==> src/rtl/pmu_pkg.sv <==
package pmu_pkg;
  localparam int CNT_W    = 32;
  localparam int SEL_W    = 6;
  localparam int NUM_EVT  = 1 << SEL_W;
  localparam int REG_W    = 2 * CNT_W;
  localparam int NCNT     = 2;
  localparam int USR_BIT  = 0;
  localparam int SUP_BIT  = 1;
  localparam int HYP_BIT  = 2;
  localparam int IRQ_BIT  = 3;
  localparam int LO_SHIFT = 4;
  localparam int HI_SHIFT = 20;

  typedef enum logic [1:0] {
    CTX_USER  = 2'd0,
    CTX_SUPER = 2'd1,
    CTX_HYPER = 2'd2,
    CTX_NONE  = 2'd3
  } ctx_e;
endpackage

==> src/rtl/pmu_counter.sv <==
module pmu_counter #(
  parameter int CNT_W = 32,
  parameter int SEL_W = 6
) (
  input  logic                    clk,
  input  logic                    rst_n,
  input  logic                    ld,
  input  logic [CNT_W-1:0]        ld_val,
  input  logic [SEL_W-1:0]        sel,
  input  logic [(1<<SEL_W)-1:0]   evt_vec,
  input  logic                    ctx_ok,
  output logic [CNT_W-1:0]        cnt,
  output logic                    wrap
);
  localparam int NUM_EVT = 1 << SEL_W;
  localparam logic [SEL_W-1:0] SEL_CYC = '0;
  localparam logic [SEL_W-1:0] IDLE_LO = SEL_W'(NUM_EVT - 2);

  logic [CNT_W-1:0] cnt_q;
  logic fire, inc;

  always_comb begin
    if (sel == SEL_CYC)      fire = 1'b1;
    else if (sel >= IDLE_LO) fire = 1'b0;
    else                     fire = evt_vec[sel];
  end

  assign inc  = ctx_ok & fire;
  assign wrap = inc & ~ld & (&cnt_q);

  always_ff @(posedge clk or negedge rst_n) begin
    if (!rst_n)   cnt_q <= '0;
    else if (ld)  cnt_q <= ld_val;
    else if (inc) cnt_q <= cnt_q + 1'b1;
  end

  assign cnt = cnt_q;


  load_chk: assert property (@(posedge clk) disable iff (!rst_n)
    ld |=> cnt_q == $past(ld_val));


  hold_chk: assert property (@(posedge clk) disable iff (!rst_n)
    (!ld && !ctx_ok) |=> $stable(cnt_q));


  never_fire_chk: assert property (@(posedge clk) disable iff (!rst_n)
    (!ld && sel >= IDLE_LO) |=> $stable(cnt_q));
endmodule

==> src/rtl/pmu_ctrl.sv <==
module pmu_ctrl
  import pmu_pkg::*;
#(
  parameter int REG_W = 64,
  parameter int SEL_W = 6,
  parameter int NCNT  = 2
) (
  input  logic             clk,
  input  logic             rst_n,
  input  logic             wr,
  input  logic [REG_W-1:0] wdata,
  input  ctx_e             ctx,
  input  logic [NCNT-1:0]  wrap,
  output logic [SEL_W-1:0] lo_sel,
  output logic [SEL_W-1:0] hi_sel,
  output logic             ctx_ok,
  output logic             any_en,
  output logic [REG_W-1:0] rdata,
  output logic [NCNT-1:0]  status,
  output logic             irq
);
  logic usr_q, sup_q, hyp_q, irqen_q;
  logic [SEL_W-1:0] lo_q, hi_q;
  logic [NCNT-1:0]  st_q;
  logic clr;

  always_ff @(posedge clk or negedge rst_n) begin
    if (!rst_n) begin
      usr_q <= 1'b0; sup_q <= 1'b0; hyp_q <= 1'b0; irqen_q <= 1'b0;
      lo_q  <= '0;   hi_q  <= '0;
    end else if (wr) begin
      usr_q   <= wdata[USR_BIT];
      sup_q   <= wdata[SUP_BIT];
      hyp_q   <= wdata[HYP_BIT];
      irqen_q <= wdata[IRQ_BIT];
      lo_q    <= wdata[LO_SHIFT +: SEL_W];
      hi_q    <= wdata[HI_SHIFT +: SEL_W];
    end
  end

  assign clr = wr & wdata[IRQ_BIT];

  always_ff @(posedge clk or negedge rst_n) begin
    if (!rst_n) st_q <= '0;
    else        st_q <= (clr ? '0 : st_q) | wrap;
  end

  always_comb begin
    unique case (ctx)
      CTX_USER:  ctx_ok = usr_q;
      CTX_SUPER: ctx_ok = sup_q;
      CTX_HYPER: ctx_ok = hyp_q;
      default:   ctx_ok = 1'b0;
    endcase
  end

  always_comb begin
    rdata = '0;
    rdata[USR_BIT] = usr_q;
    rdata[SUP_BIT] = sup_q;
    rdata[HYP_BIT] = hyp_q;
    rdata[IRQ_BIT] = irqen_q;
    rdata[LO_SHIFT +: SEL_W] = lo_q;
    rdata[HI_SHIFT +: SEL_W] = hi_q;
  end

  assign any_en = usr_q | sup_q | hyp_q;
  assign lo_sel = lo_q;
  assign hi_sel = hi_q;
  assign status = st_q;
  assign irq    = irqen_q & (|st_q);

  for (genvar i = 0; i < NCNT; i++) begin : g_chk

    status_set_chk: assert property (@(posedge clk) disable iff (!rst_n)
      $rose(st_q[i]) |-> $past(wrap[i]));
  end


  clear_chk: assert property (@(posedge clk) disable iff (!rst_n)
    (clr && !(|wrap)) |=> st_q == '0);


  irq_gate_chk: assert property (@(posedge clk) disable iff (!rst_n)
    irq |-> (rdata[IRQ_BIT] && st_q != '0));
endmodule

==> src/rtl/perfmon_pair.sv <==
module perfmon_pair
  import pmu_pkg::*;
(
  input  logic               clk,
  input  logic               rst_n,
  input  logic               reg_wr,
  input  logic               reg_addr,
  input  logic [REG_W-1:0]   reg_wdata,
  output logic [REG_W-1:0]   reg_rdata,
  input  logic [NUM_EVT-1:0] evt_vec,
  input  logic [1:0]         ctx,
  output logic [NCNT-1:0]    ovf_status,
  output logic               irq
);
  logic [SEL_W-1:0] lo_sel, hi_sel;
  logic [SEL_W-1:0] sel_a [NCNT];
  logic [CNT_W-1:0] cnt_a [NCNT];
  logic [NCNT-1:0]  wrap;
  logic [REG_W-1:0] ctrl_rd;
  logic ctx_ok, any_en, cnt_wr, ctl_wr;

  assign cnt_wr = reg_wr &  reg_addr;
  assign ctl_wr = reg_wr & ~reg_addr;

  pmu_ctrl #(.REG_W(REG_W), .SEL_W(SEL_W), .NCNT(NCNT)) u_ctrl (
    .clk(clk), .rst_n(rst_n), .wr(ctl_wr), .wdata(reg_wdata),
    .ctx(ctx_e'(ctx)), .wrap(wrap), .lo_sel(lo_sel), .hi_sel(hi_sel),
    .ctx_ok(ctx_ok), .any_en(any_en), .rdata(ctrl_rd),
    .status(ovf_status), .irq(irq)
  );

  assign sel_a[0] = lo_sel;
  assign sel_a[1] = hi_sel;

  for (genvar i = 0; i < NCNT; i++) begin : g_cnt
    pmu_counter #(.CNT_W(CNT_W), .SEL_W(SEL_W)) u_cnt (
      .clk(clk), .rst_n(rst_n), .ld(cnt_wr),
      .ld_val(reg_wdata[i*CNT_W +: CNT_W]), .sel(sel_a[i]),
      .evt_vec(evt_vec), .ctx_ok(ctx_ok), .cnt(cnt_a[i]), .wrap(wrap[i])
    );
  end

  assign reg_rdata = reg_addr ? {cnt_a[1], cnt_a[0]} : ctrl_rd;


  idle_ctx_chk: assert property (@(posedge clk) disable iff (!rst_n)
    (!any_en && !cnt_wr) |=> ($stable(cnt_a[0]) && $stable(cnt_a[1])));
endmodule

==> config.mk <==
export PLATFORM = sky130hd
export DESIGN_NAME = perfmon_pair
export DESIGN_NICKNAME = d
export VERILOG_FILES = /design/src/rtl/pmu_pkg.sv /design/src/rtl/pmu_counter.sv /design/src/rtl/pmu_ctrl.sv /design/src/rtl/perfmon_pair.sv
export SDC_FILE = /design/constraint.sdc
export NUM_CORES = 1
export LEC_CHECK = 0
export ABC_AREA = 0
export BUFFER_PORTS_ARGS = -buffer_cell sky130_fd_sc_hd__clkbuf_2
export CAP_MARGIN = 20
export CORE_MARGIN = 5
export CORE_UTILIZATION = 30
export DETAILED_ROUTE_END_ITERATION = 10
export SYNTH_ARGS = -nofsm -noshare
export SYNTH_HDL_FRONTEND = slang
export SYNTH_SLANG_ARGS = --single-unit
==> constraint.sdc <==
create_clock -name clk -period 3.7 [get_ports clk]
set_input_delay 0.925 -clock clk [delete_from_list [all_inputs] [get_ports clk]]
set_output_delay 0.925 -clock clk [all_outputs]
set_load 0.1 [all_outputs]
=== Word level (Yosys, flattened, before mapping) ===
Cells that the tools add are included.

* Mux-type cells: 15
* $lt $le $gt $ge: 4
* Equality and inequality tests: 2
* Bitwise operators: 13
* Reductions and logical operators: 8
* $add $sub $neg: 2

{| class="wikitable"
|+ Operators by type and width
! cell !! number
|-
| $mux W32 || 4
|-
| $add A32 B1 Y32 const B || 2
|-
| $mux W64 || 1
|-
| $reduce_and A32 Y1 || 2
|-
| $lt A6 B7 Y1 const B || 2
|-
| $bmux W1 S6 || 2
|-
| $ge A6 B6 Y1 const B || 2
|-
| $logic_not A6 Y1 || 2
|-
| $and A1 B1 Y1 || 10
|-
| $mux W1 || 6
|-
| $reduce_bool A2 Y1 || 2
|-
| $pmux W1 S3 || 1
|-
| $eq A2 B1 Y1 const B || 1
|-
| $eq A2 B2 Y1 const B || 1
|-
| $logic_not A2 Y1 || 1
|-
| $mux W2 || 1
|-
| $not A1 Y1 || 2
|-
| $or A2 B2 Y2 || 1
|-
| $reduce_or A2 Y1 || 1
|}

* Input port bits: 134
* Flip-flop bits (word level): 82
* Output and inout port bits: 67
* Word-level logic and storage cells: 53

=== Longest topological paths before layout ===
* Depth after elaboration: 8
* Mapped depth: 12
* Mapped depth without buffers: 7

=== By module ===
Synthesis repeated with hierarchy kept, for this count alone.

* Cell total of the unflattened synthesis: 820
* Area, all modules: 7648.6 µm²

{| class="wikitable"
|+ By module, submodules not included
! module !! instances !! seq. area each (µm²) !! cells each !! area each (µm²)
|-
| pmu_counter || 2 || 800.8 || 318 || 2737.6
|-
| pmu_ctrl || 1 || 450.4 || 111 || 1231.2
|-
| perfmon_pair || 1 || 0.0 || 73 || 942.2
|}

=== Worst setup path before layout ===
OpenSTA, ideal clock, no wires.

* Kind: input -> output
* Start: input port reg_addr
* End: output port reg_rdata[20]
* Data arrival time: 3.362 ns
* Cell stages on the path: 3
* Buffers on the path: 2
* Required time: 2.775 ns
* Path slack: -0.587 ns
* Cell sequence: clkbuf_1 -> clkbuf_1 -> o21ai_0

* Cells in the longest elaborated chain, start to end: 1

{| class="wikitable"
|+ Ends and longest elaborated chain
! item !! RTL line !! source
|-
| start: declaration || perfmon_pair.sv:7 || <nowiki>input logic reg_addr,</nowiki>
|-
| $mux W64 || perfmon_pair.sv:43 || <nowiki>assign reg_rdata = reg_addr ? {cnt_a[1], cnt_a[0]} : ctrl_rd;</nowiki>
|-
| end: declaration || perfmon_pair.sv:9 || <nowiki>output logic [REG_W-1:0] reg_rdata,</nowiki>
|}

No other way between the ends.

=== Worst setup path in the final report ===
* Start: register u_ctrl.lo_q[1] (netlist: u_ctrl.lo_sel[1])
* End: register g_cnt[0].u_cnt.cnt_q[12]

* Cells in the longest elaborated chain, start to end: 6
* Elaborated cells on any way between the ends: 8
* Classes of those cells: 1 x order compare; 4 x mux; 1 x bitwise; 2 x reduce/logical

{| class="wikitable"
|+ Ends and longest elaborated chain
! item !! RTL line !! source
|-
| start: declaration || pmu_ctrl.sv:23 || <nowiki>logic [SEL_W-1:0] lo_q, hi_q;</nowiki>
|-
| start signal: assignment || pmu_ctrl.sv:36 || <nowiki>lo_q <= wdata[LO_SHIFT +: SEL_W];</nowiki>
|-
| $bmux W1 S6 || pmu_counter.sv:25 || <nowiki>else fire = evt_vec[sel];</nowiki>
|-
| $mux W1 (implied by the code) || pmu_counter.sv:25 ||
|-
| $mux W1 || pmu_counter.sv:24 || <nowiki>else if (sel >= IDLE_LO) fire = 1'b0;</nowiki>
|-
| $mux W1 (*) || pmu_counter.sv:23 || <nowiki>if (sel == SEL_CYC) fire = 1'b1;</nowiki>
|-
| $and A1 B1 Y1 (*) || pmu_counter.sv:28 || <nowiki>assign inc = ctx_ok & fire;</nowiki>
|-
| $reduce_bool A2 Y1 (no source line) (*) || -- ||
|-
| end signal: assignment || pmu_counter.sv:33 || <nowiki>else if (ld) cnt_q <= ld_val;</nowiki>
|-
| end signal: assignment || pmu_counter.sv:34 || <nowiki>else if (inc) cnt_q <= cnt_q + 1'b1;</nowiki>
|-
| end: declaration || pmu_counter.sv:19 || <nowiki>logic [CNT_W-1:0] cnt_q;</nowiki>
|}

Every way passes the cells marked *; elsewhere a longest branch is shown, timed or not. The select of a mux whose other input is x is not followed.
A chain may end at the register's enable or synchronous reset.

==> reports/qor_table.md <==
| Metric | This run | Unit |
|---|---|---|
| CTS tree | yes | - |
| Final setup violation count | 0 | - |
| Max Fanout on Critical Path | 15 | - |
| Nature of the critical path endpoint | register | - |
| Routed WL per cell | 19.3 | microns |
| DRT iter0 DRCs | 373 | - |
| Logic depth of the worst setup path including buffers | 9 | - |
| Largest buffer count on any clock path | 2 | - |
| Initial antenna violation count | 2 | - |
| Synthesized cell area | 6250 | sq um |
| Antenna cell count | 0 | - |
| Detail-routed via count per cell | 5.44 | - |
| Startpoint of the worst hold path | u_ctrl.status[1] | - |
| Final Max Tran Viols | 0 | - |
| Synth warnings | 0 | - |
| Average footprint of a synthesized cell | 9.03 | sq um |
| Primary flip-flop cell chosen by synthesis mapping | dfrtp_1 | - |
| RSZ-0062 raised after global routing | no | - |
| Buffers on Ports | 200 | - |
| Worst Reg2Reg Path Length in Cells | 9 | - |
| Buffering stage count on the worst path with inverters included | 2 | - |
| Core Area | 20400 | sq um |
| DRT Wirelength | 22.2 | mm |
| All-layer global routing usage | 0.183 | - |
| Hold Path End | u_ctrl.status[1] | - |
| Global-route wire length before repair | 34.9 | mm |
| Buffer count from post-CTS setup fixing | 0 | - |
| Hold depth | 1 | - |
| Final critical path time including I/O delays and setup | 3220 | ps |
| Library cells used by synthesis | 66 | - |
| Area delta synth->final | 41.2 | % |
| Measured slew at the worst slew-check pin | 690 | ps |
| Total power per unit cell area | 485 | nW/um^2 |
| CP top delay family | simple AND/OR/NAND/NOR gates | - |
| Count of flip-flops with a built-in enable after synthesis | 0 | - |
| Clk sink count | 82 | - |
| Maximum number of pins on one net before global-route repair | 83 | - |
| Post-route non-filler standard cell count | 1147 | - |
| Storage cell area | 2050 | sq um |
| Critical path cell sequence | buf_4 -> mux4_2 -> o22ai_1 -> or4_1 -> nor3_2 -> nor2_2 -> buf_4 -> or4_1 -> a31oi_1 | - |
| Clock transition at path regs | 70 | ps |
| Final core utilization | 0.434 | - |
| Final-layout fill cell count | 1964 | - |
| Crit share post-route | 0.870 | - |
| Async set-reset flop share out of synthesis | 1.00 | - |
| Die width | 154 | microns |
| Count of max-cap constraint violations | 0 | - |
| Status | finished, final reports clean | - |
| Die height | 154 | microns |
| Final number of hold-violating endpoints | 0 | - |
| Last weighted congestion value of the routability-driven placer | 0.864 | - |
| Leakage Power | 0.00365 | uW |
| Worst hold-check slack | 513 | ps |
| Type of the tightest min-delay check | reg2reg | - |
| Worst endpoint required time | 3970 | ps |
| Top Ports | 201 | - |
| Inserted Clock Buffers | 9 | - |
| Number of nets at the end of the flow | 1008 | - |
| Placed Cells incl. Taps | 1131 | - |
| Cell with the largest stage delay on the worst path | dfrtp_1 | - |
| Worst setup skew after layout | 6.96 | ps |
| Number of synthesized register bits | 82 | - |
| Clock latency on the worst-skew pair | 350 | ps |
| Post-cts repair resize count | 0 | - |
| Synthesized net count | 828 | - |
| Cells after Synth | 692 | - |
| Relative slew margins | 0.539 | - |
| Number of vias after detailed routing | 6236 | - |
| Start-to-end type of the worst setup path | reg2reg | - |
| Capturing point of the worst reg2reg path | g_cnt[0].u_cnt.cnt[12] | - |
| Stage delay of the slowest cell on the critical path | 790 | ps |
| Drt first pass iters | 6 | - |
| Post-detailed-placement half-perimeter wirelength | 17.0 | mm |
| Remaining design rule violation count | 0 | - |
| Die Area | 23800 | sq um |
| Effective utilization at floorplan | 0.307 | - |
| Flop-to-flop setup slack | 480 | ps |
| Worst setup startpoint | u_ctrl.lo_sel[1] | - |
| GR Overflow Total | 0 | - |
| Crit path DAT | 3500 | ps |
| RR Startpoint | u_ctrl.lo_sel[1] | - |
| Root buffer cell | clkbuf_16 | - |
| Share of post-route cells with drive strength above 1 | 0.340 | - |
| Standard-cell row count | 52 | - |
| Peak clock frequency supported by timing | 310 | MHz |
| Startpoint kind of the worst setup timing path | register | - |
| Worst IR Drop VDD | 0.257 | mV |
| Combined area of the multi-input logic cells | 3870 | sq um |
| Number of global-route vias before repair | 6265 | - |
| Antenna violation net count after detailed routing | 0 | - |
| Number of hold-repair buffers added at the cts stage | 0 | - |
| Sequential share of the synthesized area | 0.328 | - |
| H-tree depth reported by CTS | 3 | - |
cells in the mapped netlist (3+ instances only):
cell	number	share of area
and2_1	52	0.052
mux2i_1	24	0.038
buf_2	10	0.0080
o21ai_0	50	0.040
xor2_1	11	0.015
mux4_2	18	0.065
nand2b_1	7	0.0070
xnor2_1	4	0.0056
and3_1	16	0.016
o311ai_1	5	0.0070
mux2_2	31	0.056
nor4_1	4	0.0040
a21oi_1	4	0.0032
o211ai_1	6	0.0072
o2111ai_1	5	0.0070
nor2b_1	3	0.0030
nand3b_1	6	0.0072
o311ai_0	3	0.0042
or4_1	13	0.016
o31ai_1	12	0.014
clkbuf_1	33	0.020
o31a_1	3	0.0042
nand4_1	12	0.012
nand3_1	25	0.020
or3_1	30	0.030
a31oi_1	40	0.040
mux4_1	4	0.017
nor3_1	8	0.0064
buf_4	5	0.0060
nor2_1	57	0.034
buf_6	4	0.0072
dfrtp_1	82	0.33
inv_1	10	0.0060
nand2_1	53	0.032
o21a_1	4	0.0048
metrics by stage:
step | instance area, sq um | setup slack, ps | setup TNS, ps | power [uW]
after floorplan | 6250 | -587 | -1170 | 2570
after global placement | 8520 | 418 | 0 | 3320
after detailed placement | 8520 | 374 | 0 | 3330
after CTS | 8830 | 494 | 0 | 4310
after global routing | 8830 | 293 | 0 | 4480
final | 8830 | 479 | 0 | 4280
worst register-to-register path: cells and delay by family, from the launching register on:
family                 cells  cell delay (ps)
AND/OR/NAND/NOR            4             1370
flip-flops                 1              790
buffers and inverters      2              520
multiplexers               1              250
AO/OA/AOI/OAI              2              240
per-layer routing:
metal	up-vias	part of all wire	GRT usage
li1	2970	-	-
met1	2968	0.44	0.248
met2	255	0.44	0.279
met3	39	0.092	0.0564
met4	4	0.025	0.0576
met5	-	0.00086	0
worst max-delay path by stage:
stage / end
6_report: g_cnt[0].u_cnt.cnt[12]
5_1_grt: g_cnt[0].u_cnt.cnt[8]
4_1_cts: g_cnt[0].u_cnt.cnt[12]
3_5_place_dp: g_cnt[0].u_cnt.cnt[17]
3_3_place_gp: g_cnt[0].u_cnt.cnt[12]
2_1_floorplan: reg_rdata[20]
layout make-up:
class,instances,share of cell area
multi-input combinational,544,0.438
inverter,10,0.00425
sequential,82,0.232
clock inverter,7,0.00935
timing repair buffer,225,0.252
clock buffer,9,0.0255
tap,270,0.0383
sequential cells by signal, indices dropped and copies added, names as in the netlist:
| signal | cells |
|---|---|
| u_ctrl.hi_sel | 6 |
| u_ctrl.sup_q | 1 |
| u_ctrl.lo_sel | 6 |
| u_ctrl.usr_q | 1 |
| u_ctrl.hyp_q | 1 |
| g_cnt.u_cnt.cnt | 64 |
| u_ctrl.irqen_q | 1 |
| u_ctrl.status | 2 |
report_power, final:
part / total (uW) / internal [uW] / switching, uW
combinational: 2060 / 806 / 1250
sequential: 1260 / 1040 / 218
clock: 963 / 537 / 426
total: 4280 / 2380 / 1900
cells by family after synthesis:
logic type	Yosys count	synth area share
muxes	77	0.176
AOI/OAI and AO/OA	153	0.160
buffers and inverters	66	0.0538
adders and majority gates	2	0.00400
and+or+nand+nor	297	0.257
DFF	82	0.328
xor gates and xnor gates	15	0.0210
cell usage in the layout (no fill, tap or decap), drive strengths merged, types with 4 or more instances in the layout:
master / netlist / routed
clkbuf: 33 / 144
buf: 23 / 90
dfrtp: 82 / 82
nor2: 58 / 58
nand2: 53 / 53
and2: 52 / 52
o21ai: 51 / 51
a31oi: 40 / 40
mux2: 31 / 31
or3: 31 / 31
nand3: 25 / 25
mux2i: 24 / 24
mux4: 22 / 22
and3: 16 / 16
inv: 10 / 14
or4: 13 / 13
nand4: 12 / 12
o31ai: 12 / 12
xor2: 11 / 11
nor3: 9 / 9
o311ai: 8 / 8
nand2b: 7 / 7
nand3b: 6 / 6
o211ai: 6 / 6
o2111ai: 5 / 5
nor4: 5 / 5
o21a: 4 / 4
a21oi: 4 / 4
xnor2: 4 / 4
Note: power is estimated with default switching activity, not from simulation.
